--- src/rtl/dreq_sense_pkg.sv ---
package dreq_sense_pkg;

    typedef enum logic [1:0] {
        SENSE_EDGE_RISE  = 2'b00,
        SENSE_LEVEL_LOW  = 2'b01,
        SENSE_EDGE_FALL  = 2'b10,
        SENSE_LEVEL_HIGH = 2'b11
    } sense_mode_e;

    typedef struct packed {
        logic cur;
        logic prev;
    } sample_pair_t;

    localparam int unsigned SYNC_DEPTH  = 2;
    localparam int unsigned BLANK_TICKS = 4;

    function automatic logic mode_is_level(sense_mode_e m);
        return m[0];
    endfunction

    // level sense: active value is bit 1; edge sense: level reached after the edge
    function automatic logic target_level(sense_mode_e m);
        return m[0] ? m[1] : ~m[1];
    endfunction

    function automatic logic edge_hit(sample_pair_t s, logic tgt);
        return (s.cur == tgt) && (s.prev != tgt);
    endfunction

endpackage

--- src/rtl/dreq_sync.sv ---
module dreq_sync #(
    parameter int unsigned STAGES = 2
) (
    input  logic clk,
    input  logic rst,
    input  logic async_i,
    output logic sync_o
);
    logic [STAGES-1:0] chain_q;

    generate
        for (genvar g = 0; g < STAGES; g++) begin : g_stage
            always_ff @(posedge clk) begin
                if (rst) begin
                    chain_q[g] <= 1'b0;
                end else if (g == 0) begin
                    chain_q[g] <= async_i;
                end else begin
                    chain_q[g] <= chain_q[(g == 0) ? 0 : g-1];
                end
            end
        end
    endgenerate

    assign sync_o = chain_q[STAGES-1];
endmodule

--- src/rtl/dreq_edge_pend.sv ---
module dreq_edge_pend
    import dreq_sense_pkg::*;
(
    input  logic        clk,
    input  logic        rst,
    input  logic        sample_i,
    input  sense_mode_e mode_i,
    input  logic        ack_i,
    output logic        pend_o
);
    logic         prev_q;
    sense_mode_e  mode_q;
    logic         pend_q;
    logic         mode_chg;
    logic         hit;
    sample_pair_t pair;

    assign pair     = '{cur: sample_i, prev: prev_q};
    assign mode_chg = (mode_i != mode_q);
    assign hit      = !mode_is_level(mode_i) && !mode_chg
                      && edge_hit(pair, target_level(mode_i));

    always_ff @(posedge clk) begin
        if (rst) begin
            prev_q <= 1'b0;
            mode_q <= SENSE_EDGE_RISE;
            pend_q <= 1'b0;
        end else begin
            // previous sample always tracks; on a mode change this reseeds it
            prev_q <= sample_i;
            mode_q <= mode_i;
            if (mode_chg)
                pend_q <= 1'b0;
            else if (hit)
                pend_q <= 1'b1;
            else if (ack_i)
                pend_q <= 1'b0;
        end
    end

    assign pend_o = pend_q;


    edge_sets_chk: assert property (@(posedge clk) disable iff (rst)
        hit |=> pend_o);

    ack_clear_chk: assert property (@(posedge clk) disable iff (rst)
        (ack_i && !hit) |=> !pend_o);

    mode_flush_chk: assert property (@(posedge clk) disable iff (rst)
        mode_chg |=> !pend_o);
endmodule

--- src/rtl/dreq_blank_timer.sv ---
module dreq_blank_timer #(
    parameter int unsigned BLANK_CYCLES = 4
) (
    input  logic clk,
    input  logic rst,
    input  logic strobe_i,
    output logic blank_o
);
    localparam int unsigned CW = $clog2(BLANK_CYCLES + 1);
    localparam logic [CW-1:0] RELOAD = CW'(BLANK_CYCLES - 1);

    logic [CW-1:0] cnt_q;

    always_ff @(posedge clk) begin
        if (rst)
            cnt_q <= '0;
        else if (strobe_i)
            cnt_q <= RELOAD;
        else if (cnt_q != '0)
            cnt_q <= cnt_q - 1'b1;
    end

    assign blank_o = strobe_i || (cnt_q != '0);


    restart_chk: assert property (@(posedge clk) disable iff (rst)
        strobe_i |=> (cnt_q == RELOAD));

    window_bound_chk: assert property (@(posedge clk) disable iff (rst)
        cnt_q <= RELOAD);
endmodule

--- src/rtl/dreq_sense_top.sv ---
module dreq_sense_top
    import dreq_sense_pkg::*;
#(
    parameter int unsigned SYNC_STAGES  = SYNC_DEPTH,
    parameter int unsigned BLANK_CYCLES = BLANK_TICKS
) (
    input  logic       clk,
    input  logic       rst,
    input  logic       dreq_i,
    input  logic [1:0] sense_mode_i,
    input  logic       ack_i,
    input  logic       last_wr_i,
    output logic       req_o
);
    sense_mode_e mode;
    logic        sample;
    logic        pend;
    logic        blank;
    logic        level_sel;
    logic        level_act;

    assign mode      = sense_mode_e'(sense_mode_i);
    assign level_sel = mode_is_level(mode);

    dreq_sync #(.STAGES(SYNC_STAGES)) sync_i (
        .clk     (clk),
        .rst     (rst),
        .async_i (dreq_i),
        .sync_o  (sample)
    );

    dreq_edge_pend pend_i (
        .clk      (clk),
        .rst      (rst),
        .sample_i (sample),
        .mode_i   (mode),
        .ack_i    (ack_i),
        .pend_o   (pend)
    );

    dreq_blank_timer #(.BLANK_CYCLES(BLANK_CYCLES)) blank_i (
        .clk      (clk),
        .rst      (rst),
        .strobe_i (last_wr_i),
        .blank_o  (blank)
    );

    assign level_act = (sample == target_level(mode)) && !blank;
    assign req_o     = !rst && (level_sel ? level_act : pend);


    always_comb begin
        if (rst) begin
            rst_quiet_chk: assert (!req_o);
        end
    end


    level_mask_chk: assert property (@(posedge clk) disable iff (rst)
        (level_sel && blank) |-> !req_o);

    edge_unmasked_chk: assert property (@(posedge clk) disable iff (rst)
        (!level_sel && pend) |-> req_o);
endmodule

--- config.mk ---
export PLATFORM = sky130hd
export DESIGN_NAME = dreq_sense_top
export DESIGN_NICKNAME = d
export VERILOG_FILES = /design/src/rtl/dreq_sense_pkg.sv /design/src/rtl/dreq_sync.sv /design/src/rtl/dreq_edge_pend.sv /design/src/rtl/dreq_blank_timer.sv /design/src/rtl/dreq_sense_top.sv
export SDC_FILE = /design/constraint.sdc
export NUM_CORES = 1
export LEC_CHECK = 0
export BUFFER_PORTS_ARGS = -buffer_cell sky130_fd_sc_hd__buf_4
export CAP_MARGIN = 25
export CORE_AREA = 2 2 39 41
export CTS_CLUSTER_SIZE = 16
export DETAILED_ROUTE_END_ITERATION = 16
export DIE_AREA = 0 0 41 43
export MAX_ROUTING_LAYER = met4
export PLACE_DENSITY = 0.53
export SYNTH_ARGS = -nofsm -noshare
export SYNTH_HDL_FRONTEND = slang
export SYNTH_HIERARCHICAL = 1
export SYNTH_SLANG_ARGS = --single-unit
--- constraint.sdc ---
create_clock -name clk -period 3.5 [get_ports clk]
set_clock_uncertainty 0.2 [all_clocks]
set_input_delay 0.35 -clock clk [delete_from_list [all_inputs] [get_ports clk]]
set_output_delay 0.35 -clock clk [all_outputs]
set_load 0.05 [all_outputs]
# --- After elaboration in Yosys (flattened, before gate mapping) ---
# Index checks and enable logic that the tools add are counted.
totals:
  latch_bits: 0
  inputBits: 7
  mem_bits_rw: 0
  mem_count: 0
  romBits: 0
  ff_bits: 9
  output_inout_bits: 1
classes:
  n_mux: 6
  addsub: 1
  n_shift: 0
  bitwise: 1
  eq_ne: 3
  order_cmp: 0
  n_div: 0
  n_reduce_logical: 15
  n_mul: 0
op_table:
  columns: ["cell", "count"]
  rows:
  - ["1-bit logical AND", 5]
  - ["1-bit zero test", 4]
  - ["1-bit two-way mux", 4]
  - ["2-bit two-way mux", 2]
  - ["2-bit nonzero test", 2]
  - ["2-bit OR reduction", 2]
  - ["3-bit nonzero test", 1]
  - ["3-bit by 1-bit subtractor with 3-bit output (second input constant)", 1]
  - ["2-bit != test", 1]
  - ["1-bit == test", 1]
  - ["1-bit logical OR", 1]
  - ["1-bit != test", 1]
  - ["1-bit NOT", 1]

# --- Depth between registers and ports, before layout ---
logic_depth:
  depth_word: 6
  ltp_mapped: 6
  ltp_nobuf: 6

# --- Modules after synthesis ---
# Netlist, hierarchy kept.
modules_own_cells:
  columns: ["mod", "n_inst", "cells_per_inst", "seq_area_each_um2", "area_each_um2"]
  rows:
  - ["dreq_blank_timer", 1, 18, 60.1, 177.7]
  - ["dreq_edge_pend", 1, 14, 80.1, 165.2]
  - ["dreq_sync", 1, 4, 40.0, 52.6]
  - ["dreq_sense_top", 1, 4, 0.0, 30.0]

# --- Worst setup path after synthesis ---
# OpenSTA, ideal clock, no wires.
synth_path:
  path_type: "register to output"
  startpoint: "register blank_i.cnt_q[0]"
  endpoint: "output req_o"
  t_arrival_ns: 1.854
  stages_incl_launch_ff: 7
  slack_ns: 1.096
  cell_sequence: "dfxtp_1 > inv_1 > ha_1 > nand2b_1 > nand2b_1 > or3b_1 > o32ai_1"
synth_between:
  elab_chain_len: 6
synth_lines:
  columns: ["element", "line", "text"]
  rows:
  - ["start: declaration", "dreq_blank_timer.sv:12", "logic [CW-1:0] cnt_q;"]
  - ["start signal: assignment", "dreq_blank_timer.sv:20", "cnt_q <= cnt_q - 1'b1;"]
  - ["3-bit nonzero test", "dreq_blank_timer.sv:23", "assign blank_o = strobe_i || (cnt_q != '0);"]
  - ["1-bit logical OR", "dreq_blank_timer.sv:23", null]
  - ["via blank", "dreq_sense_top.sv:18", "logic blank;"]
  - ["1-bit zero test", "dreq_sense_top.sv:48", "assign level_act = (sample == target_level(mode)) && !blank;"]
  - ["1-bit logical AND", "dreq_sense_top.sv:48", null]
  - ["1-bit two-way mux", "dreq_sense_top.sv:49", "assign req_o = !rst && (level_sel ? level_act : pend);"]
  - ["1-bit logical AND", "dreq_sense_top.sv:49", null]
  - ["end: declaration", "dreq_sense_top.sv:13", "output logic req_o"]
# The timed path passes the listed nets, and every way through them passes these cells.

# --- Worst setup path after layout ---
# Ends and elaborated chain as after synthesis.

==> impl_metrics.csv <==
group,metric,value,unit
floorplan,ioPinCount,8,
grt,grt_overflow_total,0,
sta,max_freq,0.419,GHz
final_layout,syn_to_final_growth,23.2,%
power,p_leak,0.207,nW
setup_path,startpoint_type,"flip-flop",
run,cap_violations,0,
grt,grt_usage,10.9,%
logic_synthesis,syn_nets,49,
logic_synthesis,ys_seq_elements,9,
logic_synthesis,synth_edf_count,0,
sta,tightestPinTransition,269,ps
detailed_routing,drt_iter0_drc,1,
grt,grt_pass1_vias,298,
logic_synthesis,synthDominantCellAreaShare,42.4,%
setup_path,required,2950,ps
sta,final.setup.tns,0,ps
hold_path,holdCritStartpoint,"last_wr_i",
final_layout,diodes,0,
detailed_routing,vias_per_cell,4.81,
detailed_routing,vias,322,
setup_path,crit_type,"reg -> out",
floorplan,die_h,43,um
clock_network,insertion_delay,260,ps
clock_network,cts_setup_buffers,0,
clock_network,cts_buffers,3,
floorplan,core,1380,um2
floorplan,core.rowCount,14,
floorplan,start_util,30.7,%
logic_synthesis,ys_top_cells_by_count,"dfxtp_1 (9), nor2b_1 (7), inv_1 (4)",
detailed_routing,routedWlPerCell,10.3,um
clock_network,cts.clk_slew.worst_paths,60,ps
hold_path,hold_path.class,"in -> reg",
grt,grt_start_max_net_pins,12,
final_layout,final_cell_area,524,um2
setup_path,crit_buf_inv,2,
detailed_routing,dr.pass1.iters,3,
setup_path,path_common_cell,"nand2b_1",
final_layout,multi_input_area,230,um2
clock_network,ctsResizeCount,0,
detailed_routing,post-route-drc-count,0,
clock_network,cts_num_sinks,9,
final_layout,fillCellCount,152,
logic_synthesis,synth_cell_types,17,
logic_synthesis,synth_area,425,um2
outcome,status,"finished, final reports clean",
logic_synthesis,yosysWarnings,6,
setup_path,cp_cell_sequence,"inv_1 > ha_1 > nand2b_1 > nand2b_1 > or3b_1 > o32ai_1 > buf_4",
setup_path,worstSetupStartpoint,"blank_i/cnt_q[0]$_SDFFE_PP0P_",
setup_path,critPathMaxFanout,4,
final_layout,ff_latch_area,180,um2
setup_path,critPathArrivalTime,1840,ps
setup_path,cpPeakStageDelay,370,ps
place,gp_congestion,0.754,
detailed_routing,routed_wirelength,687,um
power,power_density,431,nW/um2
clock_network,cts_max_level,1,
final_layout,drive_gt1_share,25.5,%
place,post-dp-hpwl,491,um
logic_synthesis,avgSynthCellArea,10.6,um2
clock_network,cts_hold_buf,0,
logic_synthesis,synth_most_common_cell,"dfxtp_1",
logic_synthesis,yosys-top-cells-area,"dfxtp_1 (42%), nor2b_1 (10%), xor2_1 (6.2%)",
setup_path,crit_family,"simple AND/OR/NAND/NOR gates",
logic_synthesis,synth_ff_type,"dfxtp_1",
logic_synthesis,ys_seq_area_share,42.4,%
final_layout,final_nets,61,
power,worst_ir_drop_vdd,0.248,mV
logic_synthesis,synth_top_cell_by_area,"dfxtp_1",
sta,relSlewSlack,81.8,%
sta,setup_viol,0,
logic_synthesis,synth_cells,40,
place,portBuffers,7,
detailed_routing,ant_nets,0,
floorplan,die_w,41,um
setup_path,cp-end-kind,"output port",
floorplan,dieArea,1760,um2
place,dpl_cell_area,498,um2
sta,rsz0062_at_grt,"false",
sta,fin_crit_sh,68.2,%
sta,hold_viol_final,0,
setup_path,r2r-start,"blank_i/cnt_q[0]$_SDFFE_PP0P_",
grt,antenna_found_initial,0,
clock_network,clock_path_buffers,2,
clock_network,cts_tree,"yes",
sta,slew_violations,0,
clock_network,cts-root-buf,"clkbuf_4",
logic_synthesis,async_reset_ff_share,0,%
setup_path,cp_slowest_cell,"or3b_1",
sta,min_period,2390,ps
sta,hold_slack,93.6,ps
grt,grt_pass1_wl,1.22,mm
-- sequential cells by signal, indices dropped and copies added (netlist names) --
signal and count:
blank_i/cnt_q 3, pend_i/mode_q 2, pend_i/pend_o 1, pend_i/prev_q 1, sync_i/chain_q 1, sync_i/sync_o 1
-- layout by cell type, fill, tap and decap left out --
cell type and n:
a311oi_1 1, xor2_1 3, dfxtp_1 9, nand2b_1 2, nor4bb_1 1, nor4b_1 2, or3b_1 2, inv_1 4
buf_4 7, a211oi_2 1, nor2b_1 7, ha_1 2, nor4_2 1, nor4b_2 1, clkbuf_1 1, nor3_1 1
clkbuf_4 3, a211oi_1 1, or2b_1 1, o32ai_1 1
-- cell type report --
type                    instances  share of cell area [%]
multi-input cells              27                    43.9
flip-flops and latches          9                    34.4
repair buffers                  7                    10.0
clock buffers                   4                    5.01
well taps                      16                    3.82
inverters                       4                    2.86
-- kinds of logic (layout without fill, tap and decap cells) --
logic type,Yosys count,count (layout),share of synthesized area (%)
AOI/OAI and AO/OA,4,4,8.82
xor gates and xnor gates,3,3,6.18
adders and majority gates,2,2,5.88
buffers and inverters,4,15,3.53
DFF,9,9,42.4
and+or+nand+nor,18,18,33.2
-- layer usage --
layer	track usage, %	vias to the layer above	routed length [um]
met3	9.42	2	55
met5	-	-	0
met1	13.6	147	348
li1	-	165	-
met4	2.00	0	4
met2	13.4	8	279
-- power breakdown --
part | switching [W] | leakage (nW) | internal [W]
registers | 0.00000362 | 0.0744 | 0.000109
logic | 0.0000172 | 0.118 | 0.0000182
clock network | 0.0000344 | 0.0150 | 0.0000438
total | 0.0000552 | 0.207 | 0.000171
-- worst paths after layout --
kind	end	depth (start not counted)	slack (ps)
min reg2reg	sync_i/sync_o$_SDFF_PP0_	1	240
min	blank_i/cnt_q[2]$_SDFFE_PP0P_	2	90
max	req_o	7	1110
max reg2reg	blank_i/cnt_q[2]$_SDFFE_PP0P_	4	2060
-- through the flow --
step | setup slack, ps | utilization [%] | instances | power, W
after floorplan | 1100 | - | 40 | 0.000136
after global placement | 1400 | 36.0 | 63 | 0.000150
after detailed placement | 1400 | 36.0 | 63 | 0.000150
after CTS | 1110 | 37.9 | 67 | 0.000232
after global routing | 955 | 37.9 | 67 | 0.000245
final | 1110 | 37.9 | 67 | 0.000226
(Power assumes the default switching activity.)
